## config.mk

```make
export PLATFORM = sky130hd
export DESIGN_NAME = flprog_host
export DESIGN_NICKNAME = d
export VERILOG_FILES = /design/src/rtl/flprog_pkg.sv /design/src/rtl/flprog_strobe.sv /design/src/rtl/flprog_poll_eval.sv /design/src/rtl/flprog_host.sv
export SDC_FILE = /design/constraint.sdc
export NUM_CORES = 1
export LEC_CHECK = 0
export ABC_AREA = 1
export BUFFER_PORTS_ARGS = -buffer_cell sky130_fd_sc_hd__buf_2
export CORE_MARGIN = 2
export CORE_UTILIZATION = 50
export CTS_BUF_LIST = sky130_fd_sc_hd__clkbuf_8
export DETAILED_ROUTE_END_ITERATION = 10
export GPL_ROUTABILITY_DRIVEN = 0
export PLACE_DENSITY_LB_ADDON = 0.05
export SLEW_MARGIN = 25
export SYNTH_ARGS = -nofsm -noshare
export SYNTH_HDL_FRONTEND = slang
export SYNTH_HIERARCHICAL = 1
export SYNTH_SLANG_ARGS = --single-unit
```

## constraint.sdc

```tcl
create_clock -name clk -period 4.18 [get_ports clk]
set_clock_uncertainty 0.2 [all_clocks]
set_input_delay 0 -clock clk [delete_from_list [all_inputs] [get_ports clk]]
set_output_delay 0 -clock clk [all_outputs]
set_load 0.02 [all_outputs]
```

## src/rtl/flprog_pkg.sv

```systemverilog
package flprog_pkg;

  typedef enum logic [1:0] {
    OP_PROG  = 2'd0,
    OP_ERASE = 2'd1,
    OP_LOCKQ = 2'd2,
    OP_RSVD  = 2'd3
  } fl_op_e;

  typedef enum logic [2:0] {
    PH_IDLE, PH_SET, PH_LOW, PH_HLD, PH_GAP
  } fl_phase_e;

  typedef enum logic [1:0] {
    ST_IDLE, ST_CMD, ST_POLL
  } fl_state_e;

  typedef struct packed {
    logic        rd;
    logic [15:0] a;
    logic [7:0]  d;
  } fl_step_t;

  localparam logic [15:0] UNLK_A   = 16'h5555;
  localparam logic [15:0] UNLK_B   = 16'h2AAA;
  localparam logic [15:0] LOCK_REG = 16'h0002;

  function automatic logic [2:0] step_total(fl_op_e op);
    case (op)
      OP_PROG:  return 3'd4;
      OP_ERASE: return 3'd6;
      OP_LOCKQ: return 3'd7;
      default:  return 3'd1;
    endcase
  endfunction

  // Bus step idx of the command sequence for op.
  function automatic fl_step_t step_at(fl_op_e op, logic [2:0] idx,
                                       logic [15:0] a, logic [7:0] d);
    fl_step_t s;
    s.rd = 1'b0;
    s.a  = UNLK_A;
    s.d  = 8'hAA;
    case (idx)
      3'd1: begin s.a = UNLK_B; s.d = 8'h55; end
      3'd2: s.d = (op == OP_PROG) ? 8'hA0 : ((op == OP_ERASE) ? 8'h80 : 8'h90);
      3'd3: begin
        if (op == OP_PROG) begin s.a = a; s.d = d; end
        else if (op == OP_LOCKQ) begin s.rd = 1'b1; s.a = LOCK_REG; s.d = 8'h00; end
      end
      3'd4: if (op == OP_ERASE) begin s.a = UNLK_B; s.d = 8'h55; end
      3'd5: begin
        if (op == OP_ERASE) s.d = 8'h10;
        else begin s.a = UNLK_B; s.d = 8'h55; end
      end
      3'd6: s.d = 8'hF0;
      default: ;
    endcase
    return s;
  endfunction

endpackage

```

## src/rtl/flprog_strobe.sv

```systemverilog
module flprog_strobe
  import flprog_pkg::*;
#(
  parameter int AW        = 16,
  parameter int DW        = 8,
  parameter int SETUP_CYC = 2,
  parameter int LOW_CYC   = 3,
  parameter int HOLD_CYC  = 1
) (
  input  logic          clk,
  input  logic          rst_n,
  input  logic          start,
  input  logic          rd_in,
  input  logic [AW-1:0] addr_in,
  input  logic [DW-1:0] data_in,
  input  logic [DW-1:0] bus_din,
  output logic          busy,
  output logic          cyc_done,
  output logic [DW-1:0] rdata,
  output logic [AW-1:0] bus_addr,
  output logic [DW-1:0] bus_dout,
  output logic          bus_dq_oe,
  output logic          bus_ce_n,
  output logic          bus_we_n,
  output logic          bus_oe_n
);
  localparam int MAXC = (SETUP_CYC > LOW_CYC) ?
                        ((SETUP_CYC > HOLD_CYC) ? SETUP_CYC : HOLD_CYC) :
                        ((LOW_CYC > HOLD_CYC) ? LOW_CYC : HOLD_CYC);
  localparam int CW = (MAXC > 1) ? $clog2(MAXC) : 1;
  localparam logic [CW-1:0] SET_LAST = CW'(SETUP_CYC - 1);
  localparam logic [CW-1:0] LOW_LAST = CW'(LOW_CYC - 1);
  localparam logic [CW-1:0] HLD_LAST = CW'(HOLD_CYC - 1);

  fl_phase_e     ph_q, ph_d;
  logic [CW-1:0] cnt_q, cnt_d;
  logic [AW-1:0] a_q, a_d;
  logic [DW-1:0] d_q, d_d, r_q, r_d;
  logic          rd_q, rd_d;

  always_comb begin
    ph_d = ph_q; cnt_d = cnt_q; a_d = a_q; d_d = d_q; rd_d = rd_q; r_d = r_q;
    case (ph_q)
      PH_IDLE: if (start) begin
        ph_d = PH_SET; cnt_d = '0; a_d = addr_in; d_d = data_in; rd_d = rd_in;
      end
      PH_SET: if (cnt_q == SET_LAST) begin ph_d = PH_LOW; cnt_d = '0; end
              else cnt_d = cnt_q + 1'b1;
      PH_LOW: if (cnt_q == LOW_LAST) begin
                ph_d = PH_HLD; cnt_d = '0;
                if (rd_q) r_d = bus_din;
              end else cnt_d = cnt_q + 1'b1;
      PH_HLD: if (cnt_q == HLD_LAST) begin ph_d = PH_GAP; cnt_d = '0; end
              else cnt_d = cnt_q + 1'b1;
      default: ph_d = PH_IDLE;
    endcase
  end

  always_ff @(posedge clk or negedge rst_n) begin
    if (!rst_n) begin
      ph_q <= PH_IDLE; cnt_q <= '0; a_q <= '0; d_q <= '0; rd_q <= 1'b0; r_q <= '0;
    end else begin
      ph_q <= ph_d; cnt_q <= cnt_d; a_q <= a_d; d_q <= d_d; rd_q <= rd_d; r_q <= r_d;
    end
  end

  logic sel;
  assign sel       = (ph_q == PH_SET) || (ph_q == PH_LOW) || (ph_q == PH_HLD);
  assign busy      = (ph_q != PH_IDLE);
  assign cyc_done  = (ph_q == PH_GAP);
  assign rdata     = r_q;
  assign bus_addr  = a_q;
  assign bus_dout  = d_q;
  assign bus_ce_n  = !sel;
  assign bus_we_n  = !((ph_q == PH_LOW) && !rd_q);
  assign bus_oe_n  = !((ph_q == PH_LOW) && rd_q);
  assign bus_dq_oe = sel && !rd_q;
endmodule

```

## src/rtl/flprog_poll_eval.sv

```systemverilog
module flprog_poll_eval (
  input  logic       use_b6,
  input  logic [1:0] rd_b76,
  input  logic       exp_b7,
  input  logic       prev_b6,
  input  logic       have_prev,
  output logic       finished
);
  always_comb begin
    if (use_b6) finished = have_prev && (prev_b6 == rd_b76[0]);
    else        finished = (rd_b76[1] == exp_b7);
  end
endmodule

```

## src/rtl/flprog_host.sv

```systemverilog
module flprog_host
  import flprog_pkg::*;
#(
  parameter int          SETUP_CYC = 2,
  parameter int          LOW_CYC   = 3,
  parameter int          HOLD_CYC  = 1,
  parameter int          POLL_W    = 16,
  parameter logic [15:0] BOOT_TOP  = 16'h2000
) (
  input  logic              clk,
  input  logic              rst_n,
  input  logic              req_valid,
  output logic              req_ready,
  input  logic [1:0]        req_op,
  input  logic              req_poll6,
  input  logic [15:0]       req_addr,
  input  logic [7:0]        req_data,
  input  logic [POLL_W-1:0] poll_limit,
  output logic              done_o,
  output logic              timeout_o,
  output logic              reject_o,
  output logic              boot_locked_o,
  output logic [15:0]       fl_addr,
  output logic [7:0]        fl_dout,
  output logic              fl_dq_oe,
  input  logic [7:0]        fl_din,
  output logic              fl_ce_n,
  output logic              fl_we_n,
  output logic              fl_oe_n
);
  // Reset: asserted asynchronously, released on the clock.
  logic rs0_q, rst_q_n;
  always_ff @(posedge clk or negedge rst_n) begin
    if (!rst_n) begin rs0_q <= 1'b0; rst_q_n <= 1'b0; end
    else        begin rs0_q <= 1'b1; rst_q_n <= rs0_q; end
  end

  fl_state_e         st_q, st_d;
  fl_op_e            op_q, op_d;
  logic [15:0]       addr_q, addr_d;
  logic [7:0]        data_q, data_d;
  logic              p6_q, p6_d, prev_q, prev_d, havep_q, havep_d, lock_q, lock_d;
  logic [2:0]        idx_q, idx_d;
  logic [POLL_W-1:0] pcnt_q, pcnt_d;
  logic              done_q, done_d, to_q, to_d, rej_q, rej_d;

  fl_step_t   step;
  logic [2:0] last_idx;
  logic       sb_start, sb_rd, sb_busy, sb_done, hit;
  logic [7:0] sb_rdata;
  logic [POLL_W:0] pcnt_nx;
  fl_op_e     req_op_e;

  assign req_op_e = fl_op_e'(req_op);
  assign step     = step_at(op_q, idx_q, addr_q, data_q);
  assign last_idx = step_total(op_q) - 3'd1;
  assign sb_start = (st_q != ST_IDLE) && !sb_busy;
  assign sb_rd    = (st_q == ST_POLL) ? 1'b1 : step.rd;
  assign pcnt_nx  = {1'b0, pcnt_q} + 1'b1;

  flprog_strobe #(
    .AW(16), .DW(8), .SETUP_CYC(SETUP_CYC), .LOW_CYC(LOW_CYC), .HOLD_CYC(HOLD_CYC)
  ) u_strobe (
    .clk(clk), .rst_n(rst_q_n), .start(sb_start), .rd_in(sb_rd),
    .addr_in((st_q == ST_POLL) ? addr_q : step.a), .data_in(step.d),
    .bus_din(fl_din), .busy(sb_busy), .cyc_done(sb_done), .rdata(sb_rdata),
    .bus_addr(fl_addr), .bus_dout(fl_dout), .bus_dq_oe(fl_dq_oe),
    .bus_ce_n(fl_ce_n), .bus_we_n(fl_we_n), .bus_oe_n(fl_oe_n)
  );

  flprog_poll_eval u_poll (
    .use_b6(p6_q), .rd_b76(sb_rdata[7:6]),
    .exp_b7((op_q == OP_ERASE) ? 1'b1 : data_q[7]),
    .prev_b6(prev_q), .have_prev(havep_q), .finished(hit)
  );

  always_comb begin
    st_d = st_q; op_d = op_q; addr_d = addr_q; data_d = data_q; p6_d = p6_q;
    prev_d = prev_q; havep_d = havep_q; lock_d = lock_q; idx_d = idx_q; pcnt_d = pcnt_q;
    done_d = 1'b0; to_d = 1'b0; rej_d = 1'b0;
    case (st_q)
      ST_IDLE: if (req_valid) begin
        if ((req_op_e == OP_RSVD) ||
            ((req_op_e == OP_PROG) && lock_q && (req_addr < BOOT_TOP))) begin
          rej_d = 1'b1;
        end else begin
          st_d = ST_CMD; op_d = req_op_e; addr_d = req_addr; data_d = req_data;
          p6_d = req_poll6; idx_d = '0; pcnt_d = '0; havep_d = 1'b0;
        end
      end
      ST_CMD: if (sb_done) begin
        if (step.rd) lock_d = sb_rdata[0];
        if (idx_q == last_idx) begin
          if (op_q == OP_LOCKQ) begin done_d = 1'b1; st_d = ST_IDLE; end
          else st_d = ST_POLL;
        end else idx_d = idx_q + 3'd1;
      end
      ST_POLL: if (sb_done) begin
        if (hit) begin
          done_d = 1'b1; st_d = ST_IDLE;
        end else if (pcnt_nx >= {1'b0, poll_limit}) begin
          to_d = 1'b1; st_d = ST_IDLE;
        end else begin
          pcnt_d = pcnt_nx[POLL_W-1:0]; prev_d = sb_rdata[6]; havep_d = 1'b1;
        end
      end
      default: st_d = ST_IDLE;
    endcase
  end

  always_ff @(posedge clk or negedge rst_q_n) begin
    if (!rst_q_n) begin
      st_q <= ST_IDLE; op_q <= OP_PROG; addr_q <= '0; data_q <= '0; p6_q <= 1'b0;
      prev_q <= 1'b0; havep_q <= 1'b0; lock_q <= 1'b0; idx_q <= '0; pcnt_q <= '0;
      done_q <= 1'b0; to_q <= 1'b0; rej_q <= 1'b0;
    end else begin
      st_q <= st_d; op_q <= op_d; addr_q <= addr_d; data_q <= data_d; p6_q <= p6_d;
      prev_q <= prev_d; havep_q <= havep_d; lock_q <= lock_d; idx_q <= idx_d;
      pcnt_q <= pcnt_d; done_q <= done_d; to_q <= to_d; rej_q <= rej_d;
    end
  end

  assign req_ready     = (st_q == ST_IDLE) && rst_q_n;
  assign done_o        = done_q;
  assign timeout_o     = to_q;
  assign reject_o      = rej_q;
  assign boot_locked_o = lock_q;
endmodule

```

==> flow_metrics.tcl, run 1 <==
set metrics [dict create \
    status "complete, no violations" \
    wire_per_inst_um 12.6 \
    leakage_nw 3.49 \
    min_period_ps 3370 \
    tightest_slew_ps 899 \
    antenna_found_initial 0 \
    criticalPathCategory "flop to flop" \
    grt_usage 0.223 \
    clkLatencyLatePin_ps 350 \
    area_growth_pct 19.1 \
    maxSlewHeadroom 0.394 \
    hp-class "primary input to flop" \
    required_ps 4230 \
    clk_pin_slew_ps 90 \
    cts_buffers 9 \
    crit_family "simple AND/OR/NAND/NOR gates" \
    fin_crit_sh 0.806 \
    ant_nets 0 \
    crit_fanout 18 \
    grt_pass1_vias 4720 \
    cp_common_cell "nand2_1" \
    endpoint_kind "flop" \
    drt-initial-drc-count 315 \
    wirelength_mm 12.3 \
    core_area_sq_um 10400 \
    fmax_mhz 297 \
    cts_tree "yes" \
    cts_setup_buffers 0 \
    numPortBuffers 81 \
    synth_nets 817 \
    cts_root_buffer "clkbuf_8" \
    via_per_inst 4.99 \
    die_area_sq_um 11700 \
    grt-ovfl-total 0 \
    final_core_util 0.618 \
    layout_commonest_cell "nand2_1" \
    finalSetupTns_ps 0 \
    power_density_nw_per_um2 579 \
    arrival_ps 3420 \
    antenna-diode-count 0 \
    worstRegToRegCells 18 \
    hp-start "poll_limit[15]" \
    holdPathStages 7 \
    cap_violations 0 \
    die_x_um 108 \
    clk_path_buf_depth 2 \
    hold_viol 0 \
    cts.repair.resized 0 \
    avgSynthCellArea_sq_um 7.43 \
    slew_violations 0 \
    layout_common_cells "nand2_1, inv_1, dfrtp_1, buf_2, o21ai_0" \
    r2r_start "pcnt_q[0]" \
    route.detailed.drc 0 \
    ir_worst_vdd_mv 0.420 \
    yosys_warnings 6 \
    path_cells "ha_1 > nand2_1 > nor2_2 > nand2_1 > nor3_1 > xor2_1 > inv_1 > ha_1 > nand2_1 > nand2_1 > nand2_1 > a21oi_1 > nor2_1 > nand3_4 > nand2_4 > nand2_4 > nand2_1 > nand2_1" \
    synthesis.area_sq_um 5400 \
    rrSetupSlack_ps 810 \
    drive_gt1_frac 0.146 \
    path_buf_inv 1 \
    reg2reg_to "pcnt_q[4]" \
    vias 4884 \
    nNetsFinal 927 \
    grt_setup_unrepaired "false" \
    htree_levels 3 \
    die_h_um 108 \
    rows 37 \
    dpl_worst_slack_ps 839 \
    ios 87 \
    setup_violations 0 \
    crit_slowest_cell "dfrtp_1" \
    start_util 0.519 \
    timing.final.ws_setup_ps 809 \
    clock_sinks 89 \
    start_kind "flop" \
    drtPass1Iterations 5 \
    synth_cells 727 \
    dpl.hpwl_mm 8.79 \
    critPathMaxStageDelay_ps 430 \
    grt_first_pass_wirelength_mm 20.8 \
    whs_endpoint "timeout_o" \
    grt_max_degree 59 \
]
-- through the flow --
| stage | hold slack, ps | cell area [sq um] | cells | total power, W |
|---|---|---|---|---|
| 3_5_place_dp | -412 | 5910 | 928 | 0.00316 |
| 2_1_floorplan | -496 | 5400 | 727 | 0.00268 |
| 6_report | 122 | 6430 | 978 | 0.00373 |
| 5_1_grt | 179 | 6430 | 978 | 0.00408 |
| 3_3_place_gp | -415 | 5910 | 928 | 0.00310 |
| 4_1_cts | 107 | 6430 | 978 | 0.00375 |
-- registers in the layout, indices dropped and copies added, names as in the netlist, 2 cells and up --
| name | flops |
|---|---|
| data_q | 8 |
| u_strobe/ph_q | 3 |
| st_q | 2 |
| idx_q | 3 |
| u_strobe/bus_dout | 8 |
| u_strobe/bus_addr | 16 |
| op_q | 2 |
| addr_q | 16 |
| pcnt_q | 16 |
| u_strobe/cnt_q | 2 |
| u_strobe/rdata | 3 |
-- how the worst max path moves through the flow --
stage | startpoint | cells after the start | slack [ps] | end
after floorplan | rst_q_n | 0 | 1300 | addr_q[0]
after global placement | pcnt_q[0] | 18 | 930 | pcnt_q[2]
after detailed placement | pcnt_q[0] | 18 | 840 | pcnt_q[1]
after CTS | pcnt_q[0] | 18 | 820 | pcnt_q[7]
after global routing | pcnt_q[0] | 18 | 550 | pcnt_q[5]
final | pcnt_q[0] | 18 | 810 | pcnt_q[4]
-- metal layers --
layer  routed length (um)  share of wire  GRT usage
met1                 5750           0.47      0.298
met2                 5960           0.48      0.370
met3                  426          0.035     0.0434
met4                  164          0.013     0.0668
met5                    0              0          0
-- report_power, final --
| part | total (W) | internal (W) | switching (W) |
|---|---|---|---|
| sequential | 0.00137 | 0.00117 | 0.000204 |
| clock | 0.000548 | 0.000245 | 0.000303 |
| combinational | 0.00181 | 0.000613 | 0.00120 |
-- final cells by class --
type,instances,area (sq um)
Sequential cell,89,2230
Multi-Input combinational cell,484,2580
Fill cell,970,3980
Clock buffer,11,151
Tap cell,136,170
Inverter,135,507
Timing Repair Buffer,118,768
Clock inverter,5,31.3
-- what timing repair did --
action | CTS | global route
endpoints found under the hold margin | 33 | 0
hold buffers | 34 | 0
setup endpoints to repair | 0 | 0
-- tightest hold or removal path, cell delays in order --
cell,delay [ps]
buf_2,90
inv_1,50
ha_1,160
nand2_1,120
nand3_4,140
nand2_1,50
inv_1,40
Power figures use the tool's default switching activity.
==> run 2: changes to the inputs <==
--- a/config.mk
+++ b/config.mk
@@ -5,7 +5,7 @@
 export SDC_FILE = /design/constraint.sdc
 export NUM_CORES = 1
 export LEC_CHECK = 0
-export ABC_AREA = 1
+export ABC_AREA = 0
 export BUFFER_PORTS_ARGS = -buffer_cell sky130_fd_sc_hd__buf_2
 export CORE_MARGIN = 2
 export CORE_UTILIZATION = 50
==> constraint.sdc (replaced) <==
create_clock -name clk -period 2.8 [get_ports clk]
set_clock_uncertainty 0.2 [all_clocks]
set_input_delay 0 -clock clk [delete_from_list [all_inputs] [get_ports clk]]
set_output_delay 0 -clock clk [all_outputs]
set_load 0.02 [all_outputs]
==> flow_metrics.tcl, run 2 <==
set metrics [dict create \
    power_density_nw_per_um2 802 \
    antenna-diode-count 0 \
    grt-ovfl-total 0 \
    final_core_util 0.679 \
    drt-initial-drc-count 168 \
    reg2reg_to "pcnt_q[14]" \
    via_per_inst 5.25 \
    fin_crit_sh 1.21 \
    leakage_nw 3.47 \
    rows 37 \
    start_kind "flop" \
    wire_per_inst_um 15.7 \
    wirelength_mm 12.7 \
    route.detailed.drc 0 \
    timing.final.ws_setup_ps -596 \
    maxSlewHeadroom 0.467 \
    crit_end "pcnt_q[14]" \
    synth_nets 579 \
    nNetsFinal 759 \
    die_area_sq_um 11400 \
    arrival_ps 3470 \
    min_period_ps 3400 \
    setup_violations 21 \
    grt_max_degree 56 \
    die_h_um 107 \
    area_growth_pct 32.4 \
    violations "negative setup slack" \
    start_util 0.513 \
    tightest_slew_ps 793 \
    drtPass1Iterations 4 \
    synth_cells 489 \
    hp-class "flop to asynchronous set/reset pin" \
    grt_first_pass_wirelength_mm 20.9 \
    clkLatencyLatePin_ps 380 \
    die_x_um 107 \
    crit_start "pcnt_q[1]" \
    grt_pass1_vias 4317 \
    synthesis.area_sq_um 5270 \
    clock_sinks 89 \
    ant_nets 0 \
    criticalPathCategory "flop to flop" \
    cts_buffers 9 \
    clk_pin_slew_ps 90 \
    yosys_warnings 6 \
    fillers 809 \
    worstRegToRegCells 16 \
    crit_fanout 4 \
    core_area_sq_um 10300 \
    cts_tree "yes" \
    ir_worst_vdd_mv 0.587 \
    rrSetupSlack_ps -600 \
    layout_commonest_cell "dfrtp_1" \
    drive_gt1_frac 0.392 \
    required_ps 2870 \
    numPortBuffers 81 \
    fmax_mhz 294 \
    cap_violations 0 \
    slew_violations 0 \
    grt_setup_unrepaired "true" \
    endpoint_kind "flop" \
    r2r_start "pcnt_q[1]" \
    antenna_found_initial 0 \
    clk_path_buf_depth 2 \
    ios 87 \
    power_w 0.00559 \
    status "finished with violations" \
    hold_viol 0 \
    avgSynthCellArea_sq_um 10.8 \
    grt_usage 0.234 \
    htree_levels 3 \
    dpl.hpwl_mm 9.06 \
    layout_common_cells "dfrtp_1, buf_2, buf_4, nand2_1, mux2_2" \
    vias 4252 \
    cts_root_buffer "clkbuf_8" \
]
-- run 2: final cells by class --
type                            instances  area (sq um)  area share
Clock buffer                           11           151      0.0217
Clock inverter                          5          37.5     0.00538
Inverter                               32           120      0.0172
Multi-Input combinational cell        351          2930       0.420
Sequential cell                        89          2230       0.320
Tap cell                              136           170      0.0244
Timing Repair Buffer                  186          1340       0.191
-- run 2: timing repair --
item | CTS | global route
pin swaps | 13 | 20
setup buffers | 10 | 3
gates cloned | 1 | 0
hold endpoints to repair | 33 | 0
gates resized for setup | 14 | 20
hold buffers | 35 | 0
setup endpoints to repair | 21 | 21
-- run 2: per-layer routing --
layer  wire length, um  vias to the layer above  global-route usage
met3               470                       14              0.0456
met4               164                        0              0.0742
met5                 0                        -                   0
met2              6190                       82               0.392
met1              5910                     2079               0.307
li1                  -                     2077                   -
-- run 2: power breakdown --
group / leakage [nW] / switching, W / internal [W]
logic: 2.27 / 0.00138 / 0.00137
registers: 1.11 / 0.000289 / 0.00170
clock network: 0.0924 / 0.000488 / 0.000376
-- run 2: per-stage QoR --
step	cell area [sq um]	hold slack, ps	setup WS, ps	cells	setup TNS (ps)
after floorplan	5300	-496	-603	489	-10320
after global placement	6220	-416	-547	747	-10960
after detailed placement	6220	-412	-724	747	-13180
after CTS	6930	107	-571	809	-11110
after global routing	6980	136	-747	810	-14650
final	6980	88.7	-596	810	-11130
-- run 2: worst min-delay path by stage --
stage | from | endpoint | slack [ps] | cells past startpoint
5_1_grt | rst_q_n | idx_q[0] | 140 | 0
6_report | rst_q_n | data_q[5] | 90 | 0
4_1_cts | rst_q_n | pcnt_q[3] | 110 | 0
3_3_place_gp | rst_n | rs0_q | -420 | 1
2_1_floorplan | rst_n | rs0_q | -500 | 0
3_5_place_dp | rst_n | rs0_q | -410 | 1
-- run 2: worst max-delay path, cell delays in order (launching register included) --
cell     delay [ps]
dfrtp_1         400
ha_4            150
nand4_1         130
nor2_2          170
buf_4           130
and3_4          190
xor2_1          160
ha_1            270
nand4_1         240
nor2_1           80
a221o_1         360
buf_6           130
nor4_4          150
buf_4           190
buf_6           110
a21oi_2          50
a22o_1          170
==> run 3: changes to the inputs <==
--- a/config.mk
+++ b/config.mk
@@ -13,6 +13,7 @@
 export DETAILED_ROUTE_END_ITERATION = 10
 export GPL_ROUTABILITY_DRIVEN = 0
 export PLACE_DENSITY_LB_ADDON = 0.05
+export SKIP_LAST_GASP = 1
 export SLEW_MARGIN = 25
 export SYNTH_ARGS = -nofsm -noshare
 export SYNTH_HDL_FRONTEND = slang
==> flow_metrics.tcl, run 3 (synthesis results as in run 2) <==
set metrics [dict create \
    antenna-diode-count 0 \
    cts_root_buffer "clkbuf_8" \
    ant_nets 0 \
    start_util 0.513 \
    layout_common_cells "dfrtp_1, buf_2, buf_4, nand2_1, mux2_2" \
    route.detailed.drc 0 \
    ir_worst_vdd_mv 0.586 \
    clk_pin_slew_ps 90 \
    maxSlewHeadroom 0.465 \
    fin_area_sq_um 6950 \
    via_per_inst 5.24 \
    criticalPathCategory "flop to flop" \
    fillers 813 \
    clkLatencyLatePin_ps 380 \
    power_w 0.00556 \
    r2r_start "pcnt_q[0]" \
    layout_commonest_cell "dfrtp_1" \
    setup_violations 21 \
    dpl_cell_area_sq_um 6220 \
    start_kind "flop" \
    tightest_slew_ps 796 \
    cts_tree "yes" \
    grt_max_degree 56 \
    drive_gt1_frac 0.387 \
    core_area_sq_um 10300 \
    fin_crit_sh 1.23 \
    cts_buffers 9 \
    die_x_um 107 \
    ios 87 \
    grt_first_pass_wirelength_mm 20.9 \
    htree_levels 3 \
    area_growth_pct 31.8 \
    rows 37 \
    die_h_um 107 \
    wirelength_mm 12.7 \
    hold_viol 0 \
    min_period_ps 3430 \
    vias 4244 \
    grt-ovfl-total 0 \
    drt-initial-drc-count 188 \
    wire_per_inst_um 15.7 \
    required_ps 2870 \
    timing.final.ws_setup_ps -631 \
    numPortBuffers 81 \
    cap_violations 0 \
    slew_violations 0 \
    nNetsFinal 759 \
    dpl.hpwl_mm 9.06 \
    grt_usage 0.234 \
    power_density_nw_per_um2 801 \
    clk_path_buf_depth 2 \
    leakage_nw 3.47 \
    clock_sinks 89 \
    violations "negative setup slack" \
    hp-class "flop to asynchronous set/reset pin" \
    status "finished with violations" \
    worstRegToRegCells 15 \
    crit_fanout 6 \
    die_area_sq_um 11400 \
    drtPass1Iterations 4 \
    endpoint_kind "flop" \
    antenna_found_initial 0 \
    fmax_mhz 291 \
    grt_setup_unrepaired "true" \
    reg2reg_to "pcnt_q[14]" \
    arrival_ps 3500 \
    grt_pass1_vias 4309 \
    fin_hold_ws_ps 87.1 \
    rrSetupSlack_ps -630 \
]
## run 3: worst max path at each step
stage / from / end / slack [ps] / depth (start not counted)
CTS: pcnt_q[0] / pcnt_q[4] / -570 / 16
finish: pcnt_q[0] / pcnt_q[14] / -630 / 15
global route: pcnt_q[0] / pcnt_q[14] / -750 / 15
floorplan: pcnt_q[0] / pcnt_q[9] / -600 / 14
detailed placement: pcnt_q[0] / pcnt_q[14] / -720 / 14
global placement: pcnt_q[3] / pcnt_q[5] / -550 / 14
## run 3: area by class of cell
cell class | instances | area [sq um] | share of cell area
Multi-Input combinational cell | 351 | 2900 | 0.418
Sequential cell | 89 | 2230 | 0.321
Timing Repair Buffer | 186 | 1330 | 0.192
Tap cell | 136 | 170 | 0.0245
Clock buffer | 11 | 151 | 0.0218
Inverter | 32 | 120 | 0.0173
Clock inverter | 5 | 37.5 | 0.00540
## run 3: power by group
group	leakage [nW]	switching, W	internal, W	total [W]
Clock	0.0924	0.000487	0.000376	0.000863
Sequential	1.11	0.000288	0.00170	0.00199
Combinational	2.27	0.00136	0.00135	0.00272
Total	3.47	0.00214	0.00342	0.00556
## run 3: through the flow
stage	instances	utilization	TNS (ps)	worst slack, ps
2_1_floorplan	489	-	-10320	-603
3_3_place_gp	747	0.606	-10960	-547
3_5_place_dp	747	0.606	-13180	-724
4_1_cts	809	0.673	-11110	-571
5_1_grt	810	0.676	-14750	-753
6_report	810	0.676	-11590	-631
## run 3: repair_timing
action / CTS / global route
gates cloned: 1 / 0
setup buffers: 10 / 3
setup endpoints to repair: 21 / 21
hold endpoints to repair: 33 / 0
pin swaps: 13 / 19
resized for setup: 13 / 16
hold buffers: 35 / 0
## run 3: worst max-delay path, stage by stage (launching register included)
cell and delay [ps]:
dfrtp_1 400, buf_4 160, and4_1 230, and2b_2 220, nand4_1 140, xnor2_1 210, ha_1 280, nand4_1 210
nor2_1 80, a221o_1 360, buf_6 130, nor4_4 170, buf_4 200, buf_6 120, a21oi_2 50, a22o_1 170
## run 3: routing by layer
layer  global-route usage  part of all wire
met2                0.390              0.48
met3               0.0456             0.034
met4               0.0742             0.013
met5                    0                 0
met1                0.307              0.47
